<file path="config.mk">
export PLATFORM = sky130hd
export DESIGN_NAME = rdma_port
export DESIGN_NICKNAME = d
export VERILOG_FILES = /design/src/rtl/rdma_port.sv
export SDC_FILE = /design/constraint.sdc
export NUM_CORES = 1
export LEC_CHECK = 0
export BUFFER_PORTS_ARGS = -buffer_cell sky130_fd_sc_hd__buf_2
export CAP_MARGIN = 20
export CORE_AREA = 2 2 110 112
export CTS_CLUSTER_DIAMETER = 200
export DETAILED_ROUTE_END_ITERATION = 8
export DIE_AREA = 0 0 112 114
export GPL_TIMING_DRIVEN = 1
export PLACE_DENSITY = 0.84
export SLEW_MARGIN = 20
export SYNTH_ARGS = -nofsm -noshare
export SYNTH_HDL_FRONTEND = slang
export SYNTH_SLANG_ARGS = --single-unit
</file>
<file path="constraint.sdc">
create_clock -name clk -period 2.87 [get_ports clk]
set_input_delay 0.4305 -clock clk [delete_from_list [all_inputs] [get_ports clk]]
set_output_delay 0.4305 -clock clk [all_outputs]
set_load 0.03 [all_outputs]
</file>
<file path="src/rtl/rdma_port.sv">
`timescale 1ns/1ps
module rdma_port #(
  parameter int ADDR_W = 16
) (
  input  logic              clk,
  input  logic              rst_n,
  input  logic [3:0]        hst_addr,
  input  logic              hst_wr,
  input  logic              hst_rd,
  input  logic [15:0]       hst_wdata,
  output logic [15:0]       hst_rdata,
  output logic [ADDR_W-2:0] ram_addr,
  output logic [15:0]       ram_wdata,
  output logic [1:0]        ram_be,
  output logic              ram_we,
  input  logic [15:0]       ram_rdata
);
  localparam int PW = ADDR_W - 8;
  localparam logic [3:0] A_CMD = 4'd0, A_ISR = 4'd1, A_CNTL = 4'd2, A_CNTH = 4'd3,
                         A_ADRL = 4'd4, A_ADRH = 4'd5, A_CFG = 4'd6, A_PST = 4'd7,
                         A_PSP = 4'd8, A_DATA = 4'd15;
  localparam logic [2:0] F_RD = 3'b001, F_WR = 3'b010, F_AB = 3'b100;

  logic [2:0]        cmd_f;
  logic              run_q, stop_q, isr_rst, isr_done, word_q;
  logic [15:0]       cnt, last_q;
  logic [ADDR_W-1:0] cur;
  logic [PW-1:0]     pg_start, pg_stop;

  logic              live, do_wr, do_rd, wrap_hit;
  logic [15:0]       step16, cnt_nx, cur16, rd_val;
  logic [ADDR_W-1:0] step_a, add_nx, cur_nx;

  assign live     = run_q && (cnt != 16'd0);
  assign do_wr    = hst_wr && hst_addr == A_DATA && live && cmd_f == F_WR;
  assign do_rd    = hst_rd && hst_addr == A_DATA && live && cmd_f == F_RD;
  assign step16   = word_q ? 16'd2 : 16'd1;
  assign step_a   = word_q ? ADDR_W'(2) : ADDR_W'(1);
  assign cnt_nx   = (cnt > step16) ? cnt - step16 : 16'd0;
  assign add_nx   = cur + step_a;
  assign wrap_hit = cmd_f == F_RD && add_nx[ADDR_W-1:8] == pg_stop && add_nx[7:0] == 8'h00;
  assign cur_nx   = wrap_hit ? {pg_start, 8'h00} : add_nx;
  assign cur16    = 16'(cur);
  assign rd_val   = word_q ? ram_rdata : {8'h00, cur[0] ? ram_rdata[15:8] : ram_rdata[7:0]};

  assign ram_addr  = cur[ADDR_W-1:1];
  assign ram_wdata = word_q ? hst_wdata : {hst_wdata[7:0], hst_wdata[7:0]};
  assign ram_be    = word_q ? 2'b11 : (cur[0] ? 2'b10 : 2'b01);
  assign ram_we    = do_wr;

  always_ff @(posedge clk) begin
    if (!rst_n) begin
      cmd_f     <= F_AB;
      run_q     <= 1'b0;
      stop_q    <= 1'b1;
      isr_rst   <= 1'b1;
      isr_done  <= 1'b0;
      word_q    <= 1'b0;
      cnt       <= '0;
      cur       <= '0;
      pg_start  <= '0;
      pg_stop   <= '0;
      last_q    <= '0;
      hst_rdata <= '0;
    end else begin
      if (hst_wr) begin
        case (hst_addr)
          A_CMD: begin
            if (hst_wdata[5]) begin
              cmd_f <= F_AB;
              cnt   <= '0;
            end else if (hst_wdata[4]) cmd_f <= F_WR;
            else if (hst_wdata[3]) cmd_f <= F_RD;
            if (hst_wdata[0]) begin
              stop_q <= 1'b1;
              run_q  <= 1'b0;
            end else if (hst_wdata[1]) begin
              run_q  <= 1'b1;
              stop_q <= 1'b0;
            end
          end
          A_ISR: begin
            isr_rst  <= isr_rst & ~hst_wdata[0];
            isr_done <= isr_done & ~hst_wdata[6];
          end
          A_CNTL: cnt[7:0]  <= hst_wdata[7:0];
          A_CNTH: cnt[15:8] <= hst_wdata[7:0];
          A_ADRL: cur[7:0]  <= hst_wdata[7:0];
          A_ADRH: cur[ADDR_W-1:8] <= hst_wdata[PW-1:0];
          A_CFG:  word_q   <= hst_wdata[0];
          A_PST:  pg_start <= hst_wdata[PW-1:0];
          A_PSP:  pg_stop  <= hst_wdata[PW-1:0];
          default: ;
        endcase
      end
      if (hst_rd) begin
        case (hst_addr)
          A_CMD:  hst_rdata <= {8'h00, 2'b00, cmd_f, 1'b0, run_q, stop_q};
          A_ISR:  hst_rdata <= {8'h00, 1'b0, isr_done, 5'b00000, isr_rst};
          A_CNTL: hst_rdata <= {8'h00, cnt[7:0]};
          A_CNTH: hst_rdata <= {8'h00, cnt[15:8]};
          A_ADRL: hst_rdata <= {8'h00, cur16[7:0]};
          A_ADRH: hst_rdata <= {8'h00, cur16[15:8]};
          A_CFG:  hst_rdata <= {15'd0, word_q};
          A_PST:  hst_rdata <= {8'h00, 8'(pg_start)};
          A_PSP:  hst_rdata <= {8'h00, 8'(pg_stop)};
          A_DATA: begin
            if (do_rd) begin
              hst_rdata <= rd_val;
              last_q    <= rd_val;
            end else hst_rdata <= last_q;
          end
          default: hst_rdata <= '0;
        endcase
      end
      if (do_wr || do_rd) begin
        cnt <= cnt_nx;
        cur <= cur_nx;
        if (cnt_nx == 16'd0) begin
          isr_done <= 1'b1;
          cmd_f    <= F_AB;
        end
      end
    end
  end


  run_stop_excl_chk: assert property (@(posedge clk) disable iff (!rst_n)
    !(run_q && stop_q));

  cmd_onehot_chk: assert property (@(posedge clk) disable iff (!rst_n)
    $onehot(cmd_f));

  done_at_zero_chk: assert property (@(posedge clk) disable iff (!rst_n)
    $rose(isr_done) |-> (cnt == 16'd0 && cmd_f == F_AB));

  abort_no_done_chk: assert property (@(posedge clk) disable iff (!rst_n)
    (hst_wr && hst_addr == A_CMD && hst_wdata[5] && !isr_done) |=> !isr_done);

  count_no_grow_chk: assert property (@(posedge clk) disable iff (!rst_n)
    !(hst_wr && (hst_addr == A_CNTL || hst_addr == A_CNTH)) |=> cnt <= $past(cnt));

  idle_no_write_chk: assert property (@(posedge clk) disable iff (!rst_n)
    (cnt == 16'd0) |-> !ram_we);
endmodule

</file>
Word level (Yosys, flattened, before mapping)
Cells that the tools add are included.
Widths: inputs -> output; s select.
{ "op_classes": {"add_sub_neg": 2, "order_cmp": 1, "eq_ne": 13, "muxes": 34, "n_reduce_logical": 30, "bitwise_logic": 4} }
{ "ops": {"columns": ["op", "n"], "rows": [
  ["$mux 16", 10],
  ["$pmux 16 s10", 1],
  ["$pmux 8 s2", 2],
  ["$mux 8", 3],
  ["$mux 3", 7],
  ["$add 16x2->16", 1],
  ["$eq 4x3->1 const B", 4],
  ["$gt 16x2->1", 1],
  ["$logic_not 16->1", 1],
  ["$reduce_bool 16->1", 1],
  ["$sub 16x2->16", 1],
  ["$reduce_and 2->1", 7],
  ["$logic_and 1x1->1", 9],
  ["$reduce_and 3->1", 3],
  ["$eq 4x2->1 const B", 2],
  ["$eq 4x4->1 const B", 2],
  ["$eq 8x8->1", 1],
  ["$logic_not 8->1", 1],
  ["$mux 1", 8],
  ["$reduce_bool 2->1", 4],
  ["$mux 2", 3],
  ["$reduce_bool 3->1", 2],
  ["$eq 4x1->1 const B", 1],
  ["$logic_not 4->1", 1],
  ["other kinds (6)", 8]
]} }
{ "word_totals": {"ff_bits": 88, "word_cells": 98, "output_inout_bits": 50, "inputBits": 40} }

Logic depth before layout (Yosys ltp)
Gate-level depths: netlist of the first run.
{ "depth": {"word_depth": 7, "depth_mapped": 12} }

Least setup slack after synthesis of the first run
No wires, ideal clock.
{ "synth_path": {"path_kind": "reg-to-reg", "start": "register word_q", "end": "register cur[12]", "required_ns": 2.743, "path_stages_with_launch": 12, "t_arrival_ns": 3.027, "setup_slack_ns": -0.284, "path_cell_list": "dfxtp_1 -> inv_1 -> ha_1 -> inv_1 -> fa_1 -> nand3b_1 -> nor4_2 -> mux2i_1 -> nor4_2 -> o2111a_1 -> a211oi_1 -> or3_1"} }
{ "synth_via": {"elab_chain_cells": 7, "word_cells_on_any_way": 8, "classes_between": "1 x add/sub; 1 x eq/ne; 3 x mux; 3 x reduce/logical"} }
{ "synth_rtl": {"columns": ["element", "line_no", "text"], "rows": [
  ["from (decl)", "25", "logic run_q, stop_q, isr_rst, isr_done, word_q;"],
  ["from (signal assigned)", "90", "A_CFG: word_q <= hst_wdata[0];"],
  ["$mux 2 *", "38", "assign step_a = word_q ? ADDR_W'(2) : ADDR_W'(1);"],
  ["$add 16x2->16 *", "40", "assign add_nx = cur + step_a;"],
  ["$eq 8x8->1", "41", "assign wrap_hit = cmd_f == F_RD && add_nx[ADDR_W-1:8] == pg_stop && add_nx[7:0] == 8'h00;"],
  ["$logic_and 1x1->1 (2 in a row)", "41", null],
  ["$mux 16 *", "42", "assign cur_nx = wrap_hit ? {pg_start, 8'h00} : add_nx;"],
  ["$mux 16 *", "116", "if (do_wr || do_rd) begin"],
  ["to (signal, indexed assignment)", "89", "A_ADRH: cur[ADDR_W-1:8] <= hst_wdata[PW-1:0];"],
  ["to (signal assigned)", "118", "cur <= cur_nx;"],
  ["to (decl)", "27", "logic [ADDR_W-1:0] cur;"]
]} }
Mark *: on every way between the ends. The rest lies on a longest branch, timed or not.
A chain may end at the register's enable or synchronous reset.

Worst setup path after layout of the first run
{ "layout_path": {"start": "register word_q", "end": "register cur[8]"} }
The elaborated chain is that of the path after synthesis.

==> results.cfg, run 1 <==
[clock_tree]
clk_path_buf_depth = 2
cts_buffers = 9
htreeDepth = 3
cts.sinks = 88
cts_tree = built
insertion_delay_ns = 0.36
clk_pin_slew_ns = 0.07
clockRootBuffer = clkbuf_16

[timing]
max-slew-margin-rel_pct = 61.67
worst_pin_slew_ns = 0.5728
setup_viol = 5
finalCritPeriodShare_pct = 100.8
finClkSkew_ns = 0.007772
finalHoldWorstSlack_ns = 0.3662
layout_min_cycle_time_ns = 2.893
fmax_mhz = 345.7
hold_violations = 0
setup_ws_ns = -0.02278
finalMaxSlewViolations = 0
rsz0062_at_grt = true

[yosys]
yosys.area.top_type_share_pct = 29.89
ys_types = 78
yosys_warnings = 0
synth-edff-count = 0
avgSynthCellArea_um2 = 7.746
syn-num-nets = 809
ys_async_sr_fraction_pct = 0
synth_cells = 761
synth_largest_area_cell = dfxtp_1
ys.flop_type = dfxtp_1
synth.most_common_cell = dfxtp_1
synth-seq-cells = 88
seq_area_frac_synth_pct = 29.89
synth_area_leaders = dfxtp_1 30%, a21oi_1 5.4%, nor2_1 4.7%, nand2_1 4.6%, o21ai_0 4.0%
netlist_area_um2 = 5894
synth_commonest_cells = 88 x dfxtp_1, 74 x nor2_1, 72 x nand2_1

[routing]
dr.pass1.iters = 6
vias_per_cell = 6.271
drt_iter0_drc = 734
routed-via-count = 6258
drt-total-wl_um = 18970
drc = 0
ant_nets = 0
wl_per_cell_um = 19.00

[critical_path]
startpoint_type = register
critPathRequiredTime_ns = 3.11
crit_fanout = 7
cp-end-kind = register
worstPathArrival_ns = 3.14
crit_type = register to register

[floorplan]
die-height_um = 114
core_um2 = 11710
die-area_um2 = 12770
die_w_um = 112
ios = 90
start_util_pct = 50.33
rows = 40

[grt]
grt_max_degree = 27
grt_pass1_wl_um = 29480
antenna_found_initial = 0
gr-total-overflow = 0
grt_usage_pct = 29.19
grt_pass1_vias = 5644

[place]
place_area_um2 = 6540
place_ws_ns = -0.02268
dp_hpwl_um = 13410
gp_congestion = 0.9799
io_buffers = 89

[final_layout]
postLayoutCellArea_um2 = 6973
antenna_cells = 0
drive_above_1_share_pct = 26.09
fillers = 1061
syn2layout_area_growth_pct = 18.30
fin_nets = 894

[job]
timing.max_cap.violations = 0

[power_and_ir_drop]
leakagePower_nw = 2.840
total_power_mw = 2.771
peakVddDrop_mv = 0.2615
p_per_area_nw_per_um2 = 397.4

[run_status]
violations = negative setup slack
status = finished, violations left

[min_path]
hold_path.class = input port to register
[flip-flops by register name (all words and copies together) (netlist names)]
register / cells
last_q: 16
run_q: 1
cur: 16
isr_rst: 1
cmd_f: 3
word_q: 1
cnt: 16
pg_start: 8
isr_done: 1
pg_stop: 8
stop_q: 1
hst_rdata: 16
[worst paths after layout]
kind,cells past startpoint,from,end,slack (ns)
setup reg to reg,12,word_q,cur[8],-0.02
setup / recovery,12,word_q,cur[8],-0.02
hold reg to reg,2,isr_rst,isr_rst,0.46
hold / removal,3,ram_rdata[15],last_q[15],0.37
[layout make-up]
type / count / area, um2 / share of cell area (%)
clock buffers: 9 / 225.2 / 3.230
clock inverters: 7 / 62.56 / 0.8972
inverters: 21 / 83.83 / 1.202
multi-input cells: 576 / 3730 / 53.49
flip-flops and latches: 88 / 1768 / 25.35
well taps: 147 / 183.9 / 2.638
repair buffers: 150 / 919.6 / 13.19
[repair_timing]
item | 4_1_cts | 5_1_grt
setup buffers | 0 | 2
setup endpoints to repair | 8 | 10
gates cloned | 0 | 1
gates resized for setup | 4 | 22
hold buffers | 0 | 0
pin swaps | 1 | 3
[stage by stage]
stage                       TNS [ns]  utilization (%)  std cells
final                       -0.07484            59.54        998
after detailed placement    -0.02884            55.84        979
after global routing         -0.8145            59.54        998
after floorplan              -0.1550                -        761
after global placement    -0.0003972            55.84        979
after CTS                          0            58.48        995
[power by group]
group / total [mW] / switching, mW / internal [mW]
combinational: 0.363 / 0.232 / 0.131
sequential: 1.25 / 0.0150 / 1.23
clock: 1.16 / 0.557 / 0.606
[routing by layer]
layer	share of wire (%)	track usage, %	wire length (um)	vias to the layer above
met4	4.4	14.96	837	0
met2	46	45.13	8663	345
met5	0	0	0	-
li1	-	-	-	2929
met3	9.1	5.685	1726	70
met1	41	39.01	7739	2914
[cells in the final DEF (no fill, tap or decap), drive strengths merged, types with 3 or more instances in the layout]
cell type | netlist | routed
buf | 40 | 150
dfxtp | 88 | 88
nor2 | 74 | 74
nand2 | 72 | 72
a21oi | 66 | 66
o21ai | 49 | 49
nand3 | 33 | 33
nor3 | 27 | 27
inv | 21 | 24
and2 | 20 | 20
mux2i | 16 | 16
or3 | 13 | 14
mux2 | 13 | 13
a31oi | 13 | 13
nor4 | 13 | 13
xnor2 | 11 | 11
a211oi | 11 | 11
a22oi | 10 | 10
a2bb2oi | 10 | 10
nor2b | 9 | 9
a221oi | 9 | 9
clkbuf | 36 | 9
a222oi | 6 | 6
a32oi | 6 | 6
nand4 | 6 | 6
ha | 6 | 6
nand3b | 5 | 5
and3 | 5 | 5
xor2 | 5 | 5
a21o | 5 | 5
or4 | 5 | 5
and3b | 4 | 4
nand2b | 4 | 4
clkinv | 0 | 4
or2 | 4 | 4
o31a | 3 | 3
o22ai | 3 | 3
nor3b | 3 | 3
[cells by family after synthesis]
logic type / after synthesis / share of synthesized area [%]
buffers and inverters: 98 / 9.573
adders and majority gates: 8 / 1.953
AOI/OAI and AO/OA: 213 / 23.44
DFF: 88 / 29.89
muxes: 30 / 5.583
xor gates and xnor gates: 18 / 3.163
and+or+nand+nor: 306 / 26.41
[worst max-delay path, cell delays in order (launching register included)]
cell	delay [ns]
dfxtp_4	0.36
clkinv_4	0.05
ha_4	0.12
inv_2	0.04
fa_2	0.38
nand3b_1	0.17
buf_6	0.15
nor4_4	0.19
mux2i_1	0.13
nor4_2	0.38
o2111a_2	0.34
a211oi_2	0.09
or3_1	0.36
No activity file was read; power rests on OpenSTA's default activity.
==> run 2, diff against run 1 <==
PLACE_DENSITY = 0.72   (was 0.84)
SETUP_SLACK_MARGIN = 0.4   (was not set)
==> run 2 against run 1 <==
Net effect:
- the run still ends with negative setup slack left
- clock skew is 0.0024 ns lower
- wire length is 8.3% higher
- largest power group is now the clock network
- sequential cell count stayed put
- worst hold slack hardly changed
- non-clock buffer count is 13 higher
- final cell count is 1.3% higher
- highest routed layer unchanged
- largest cell class unchanged
==> results.cfg, run 2 (same netlist as run 1, synthesis figures left out) <==
[timing]
finClkSkew_ns = 0.005324
rsz0062_at_grt = true
max-slew-margin-rel_pct = 59.57
finalCritPeriodShare_pct = 102.9
finalMaxSlewViolations = 0
setup_ws_ns = -0.08278
setup_viol = 6
fmax_mhz = 338.7
hold_violations = 0
worst_pin_slew_ns = 0.6042
layout_min_cycle_time_ns = 2.953
tns_ns = -0.3794

[clock_tree]
ctsHoldBuffers = 0
clk_path_buf_depth = 2
htreeDepth = 3
insertion_delay_ns = 0.36
clockRootBuffer = clkbuf_16
clk_pin_slew_ns = 0.07
cts_buffers = 9
cts_tree = built
cts.sinks = 88

[critical_path]
startpoint_type = register
worstPathArrival_ns = 3.19
crit_type = register to register
cp-end-kind = register
critPathRequiredTime_ns = 3.11
crit_fanout = 6

[final_layout]
final_common_cell = buf_2
drive_above_1_share_pct = 30.90
mostFrequentLayoutCells = 88 x buf_2, 83 x dfxtp_1, 71 x nand2_1
stdcell_count = 1011
syn2layout_area_growth_pct = 24.24
postLayoutCellArea_um2 = 7323
fin_nets = 907
antenna_cells = 0

[place]
dp_hpwl_um = 14420
placed_cells_incl_taps = 974
place_area_um2 = 6494
io_buffers = 89
gp_congestion = 0.9979

[grt]
gr-total-overflow = 0
grt_pass1_wl_um = 31070
grt_max_degree = 30
grt_usage_pct = 30.95
antenna_found_initial = 0
grt_pass1_vias = 5975

[floorplan]
rows = 40
core_um2 = 11710
ios = 90
die-area_um2 = 12770
die_w_um = 112
start_util_pct = 50.33
die-height_um = 114

[routing]
vias_per_cell = 6.315
drt_iter0_drc = 643
drc = 0
ant_nets = 0
routed-via-count = 6384
wl_per_cell_um = 20.31
dr.pass1.iters = 7
drt-total-wl_um = 20530

[run_status]
violations = negative setup slack
status = finished, violations left

[power_and_ir_drop]
leakagePower_nw = 2.953
p_per_area_nw_per_um2 = 397.3
peakVddDrop_mv = 0.3403

[job]
timing.max_cap.violations = 0

[min_path]
hold_path.class = input port to register
-- run 2: power breakdown --
group          internal, mW  switching [mW]
sequential             1.23          0.0142
clock                 0.713           0.552
combinational         0.149           0.252
total                  2.09           0.819
-- run 2: final timing paths --
path | slack [ns] | cells past startpoint | from | end
worst max-delay path | -0.08 | 10 | cur[1] | cur[8]
worst min-delay path | 0.37 | 3 | ram_rdata[12] | last_q[12]
worst max register to register | -0.08 | 10 | cur[1] | cur[8]
worst min register to register | 0.45 | 2 | isr_rst | isr_rst
-- run 2: area by class of cell --
cell class | instances | area (um2)
sequential | 88 | 1773
clock inverter | 6 | 75.07
inverter | 21 | 83.83
tap | 147 | 183.9
timing repair buffer | 163 | 1052
multi-input combinational | 576 | 3916
clock buffer | 10 | 239.0
fill | 1022 | 4388
-- run 2: routing by layer --
metal	up-vias	track usage (%)	part of all wire, %
li1	2951	-	-
met1	3038	39.20	40
met2	321	50.42	47
met3	74	5.420	8.5
met4	0	16.91	4.6
met5	-	0	0
-- run 2: repair_timing --
action                                  in CTS  in global routing
resized for setup                           32                 50
pin swaps                                    8                 24
cloned                                       1                  0
endpoints found under the setup margin      32                 34
setup buffers                               10                 10
endpoints found under the hold margin        0                  0
-- run 2: through the flow --
step           hold WS (ns)  worst slack, ns  utilization, %  total power, mW
3_3_place_gp         0.4340         0.001065           55.45            1.616
4_1_cts              0.3611         -0.04077           60.14            2.877
6_report             0.3663         -0.08278           62.53            2.910
3_5_place_dp         0.4441         -0.04843           55.45            1.621
2_1_floorplan        0.4179         -0.03926               -            1.499
5_1_grt              0.4012          -0.1592           62.53            2.984
-- run 2: critical path: stages, from the launching register on --
cell      delay [ns]
dfxtp_4         0.37
buf_6           0.10
inv_1           0.05
fa_2            0.58
nand4b_1        0.13
nor4_2          0.28
nand4_1         0.18
nor4_4          0.36
o2111a_2        0.34
a211oi_1        0.09
or3_1           0.35
==> run 3, diff against run 2 <==
ABC_AREA = 1   (was not set)
PLACE_DENSITY = 0.73   (was 0.72)
==> run 3 against run 2 <==
Net effect:
- the run now ends clean
- sequential share of layout area hardly changed
- maximum frequency is 13% higher
- clock power is 6% higher
- first-iteration DRC count grew 11%
- clock skew grew 0.0022 ns
- wire length rose by 0.33%
- combinational power increased by 39%
- sequential power about the same
- sequential cell count did not move
- global-route usage barely moved
- critical path type unchanged
==> results.cfg, run 3 <==
[critical_path]
worst_r2r_endpoint = cur[9]
rr_startpoint = word_q
r2r_slack_ns = 0.25
critPathRequiredTime_ns = 3.15
crit_slowest_cell = fa_2
cpMostUsedCell = nand2_2
crit_type = register to register
worstPathCellList = clkinv_8 -> ha_4 -> inv_2 -> fa_2 -> inv_2 -> nand2_4 -> nor2_4 -> nand2_2 -> nand2_2 -> nand2_2 -> nand2_2 -> buf_6 -> nand3_2 -> nor2_4 -> nand2_4 -> o21ai_1 -> nand3_2 -> a21oi_2
slowest_delay_ns = 0.40
startpoint_type = register
crit_fanout = 8
cp-end-kind = register
r2r.worst_path.cells = 18
worstPathArrival_ns = 2.89

[yosys]
synthSimpleGateAreaFrac_pct = 32.17
synth-xor-area-share_pct = 0.8683
seq_area_frac_synth_pct = 29.11
synth.most_common_cell = nand2_1
yosys.area.top_type_share_pct = 29.11
avgSynthCellArea_um2 = 6.438
yosys_warnings = 0
synth_area_leaders = dfxtp_1 29%, nand2_1 12%, inv_1 7.4%, nand3_1 7.2%, o21ai_0 5.6%
ys.flop_type = dfxtp_1
synth_top_family_by_area = simple AND/OR/NAND/NOR gates
ys_types = 49
synth_cells = 940
synth_compound_area_share_pct = 22.35
ys_async_sr_fraction_pct = 0
synth-seq-cells = 88
synth_largest_area_cell = dfxtp_1
syn-num-nets = 988
synthMuxAreaShare_pct = 0
synthAdderAreaFrac_pct = 1.902
synth_commonest_cells = 192 x nand2_1, 119 x inv_1, 88 x dfxtp_1
synth-edff-count = 0
netlist_area_um2 = 6052

[timing]
tns_ns = 0
finalMaxSlewViolations = 0
worst_pin_slew_ns = 0.9187
hold_violations = 0
finClkSkew_ns = 0.007558
max-slew-margin-rel_pct = 38.75
finalCritPeriodShare_pct = 91.13
rsz0062_at_grt = true
fmax_mhz = 382.3
setup_viol = 0
finalHoldWorstSlack_ns = 0.3966
layout_min_cycle_time_ns = 2.616
setup_ws_ns = 0.2545

[min_path]
holdPathEnd = pg_start[6]
hold_start = hst_wdata[6]
min_delay_path_depth = 3
hold_path.class = input port to register

[clock_tree]
ctsHoldBuffers = 0
clockRootBuffer = clkbuf_16
insertion_delay_ns = 0.36
cts.sinks = 88
htreeDepth = 3
clk_path_buf_depth = 2
cts_tree = built
clk_pin_slew_ns = 0.07
cts_buffers = 9

[final_layout]
syn2layout_area_growth_pct = 20.69
drive_above_1_share_pct = 25.95
fin_nets = 1064
final_common_cell = nand2_1
stdcell_count = 1168
utilization_pct = 62.37
antenna_cells = 0
postLayoutCellArea_um2 = 7305
mostFrequentLayoutCells = 176 x nand2_1, 115 x inv_1, 89 x buf_2

[routing]
routed-via-count = 6715
drt_iter0_drc = 715
drc = 0
drt-total-wl_um = 20600
wl_per_cell_um = 17.64
ant_nets = 0
dr.pass1.iters = 6
vias_per_cell = 5.749

[floorplan]
core_um2 = 11710
start_util_pct = 51.68
die_w_um = 112
rows = 40
die-area_um2 = 12770
die-height_um = 114
ios = 90

[power_and_ir_drop]
switchingPower_mw = 0.9623
leakagePower_nw = 3.166
power.share.sequential_pct = 40.0
total_power_mw = 3.158
peakVddDrop_mv = 0.2505
p_int_mw = 2.196
swShare_pct = 30.47
p_per_area_nw_per_um2 = 432.4
power.share.clock_pct = 42.3
p_comb_share_pct = 17.7

[place]
dp_hpwl_um = 14520
io_buffers = 89
placed_cells_incl_taps = 1129
place_area_um2 = 6444
gp_congestion = 0.9448
place_ws_ns = 0.2236

[grt]
antenna_found_initial = 0
gr-total-overflow = 0
grt_pass1_vias = 6015
grt_max_degree = 46
grt_pass1_wl_um = 31240
grt_usage_pct = 30.99

[run_status]
status = finished clean

[job]
timing.max_cap.violations = 0
run 3: layer usage:
metal  up-vias  global-route usage, %  part of all wire (%)
li1       3245                      -                     -
met4         0                  17.72                   5.2
met3        91                  5.579                   7.6
met1      3033                  40.46                    41
met5         -                      0                     0
met2       346                  48.53                    46
run 3: cells by family (layout without fill, tap and decap cells):
| kind of cell | Yosys count | after routing |
|---|---|---|
| flops | 88 | 88 |
| simple gates | 423 | 423 |
| xor+xnor | 6 | 6 |
| buf+inv | 184 | 265 |
| compound gates | 231 | 231 |
| fa+ha+maj | 8 | 8 |
run 3: worst max-delay path by stage:
stage / from / end / slack [ns]
5_1_grt: word_q / cur[9] / 0.15
3_5_place_dp: word_q / cur[14] / 0.22
2_1_floorplan: word_q / cur[10] / 0.41
4_1_cts: word_q / cur[13] / 0.38
6_report: word_q / cur[9] / 0.25
3_3_place_gp: word_q / cur[11] / 0.30
run 3: area by class of cell:
class | instances | area (um2)
Inverter | 131 | 506.7
Multi-Input combinational cell | 668 | 3772
Clock buffer | 9 | 225.2
Sequential cell | 88 | 1765
Fill cell | 1085 | 4407
Timing Repair inverter | 1 | 8.758
Tap cell | 147 | 183.9
Clock inverter | 7 | 112.6
Timing Repair Buffer | 117 | 729.5
run 3: critical path, delay by kind of cell (launching register included):
| family | cells | cell delay (ns) |
|---|---|---|
| and+or+nand+nor | 10 | 0.99 |
| adders and majority gates | 2 | 0.53 |
| DFF | 1 | 0.38 |
| AOI/OAI and AO/OA | 2 | 0.33 |
| buffers and inverters | 4 | 0.31 |
run 3: power by group through the flow:
stage                     registers, mW  logic [mW]  clock network (mW)
final                              1.26       0.559                1.34
after global routing               1.26       0.609                1.39
after CTS                          1.26       0.527                1.33
after detailed placement           1.29       0.504                   0
after global placement             1.29       0.504                   0
after floorplan                    1.29       0.366                   0
run 3: timing repair:
| action | in CTS | in global routing |
|---|---|---|
| endpoints found under the setup margin | 14 | 17 |
| buffers inserted | 19 | 3 |
| pin swaps | 14 | 28 |
| resized for setup | 24 | 60 |
| cloned | 1 | 0 |
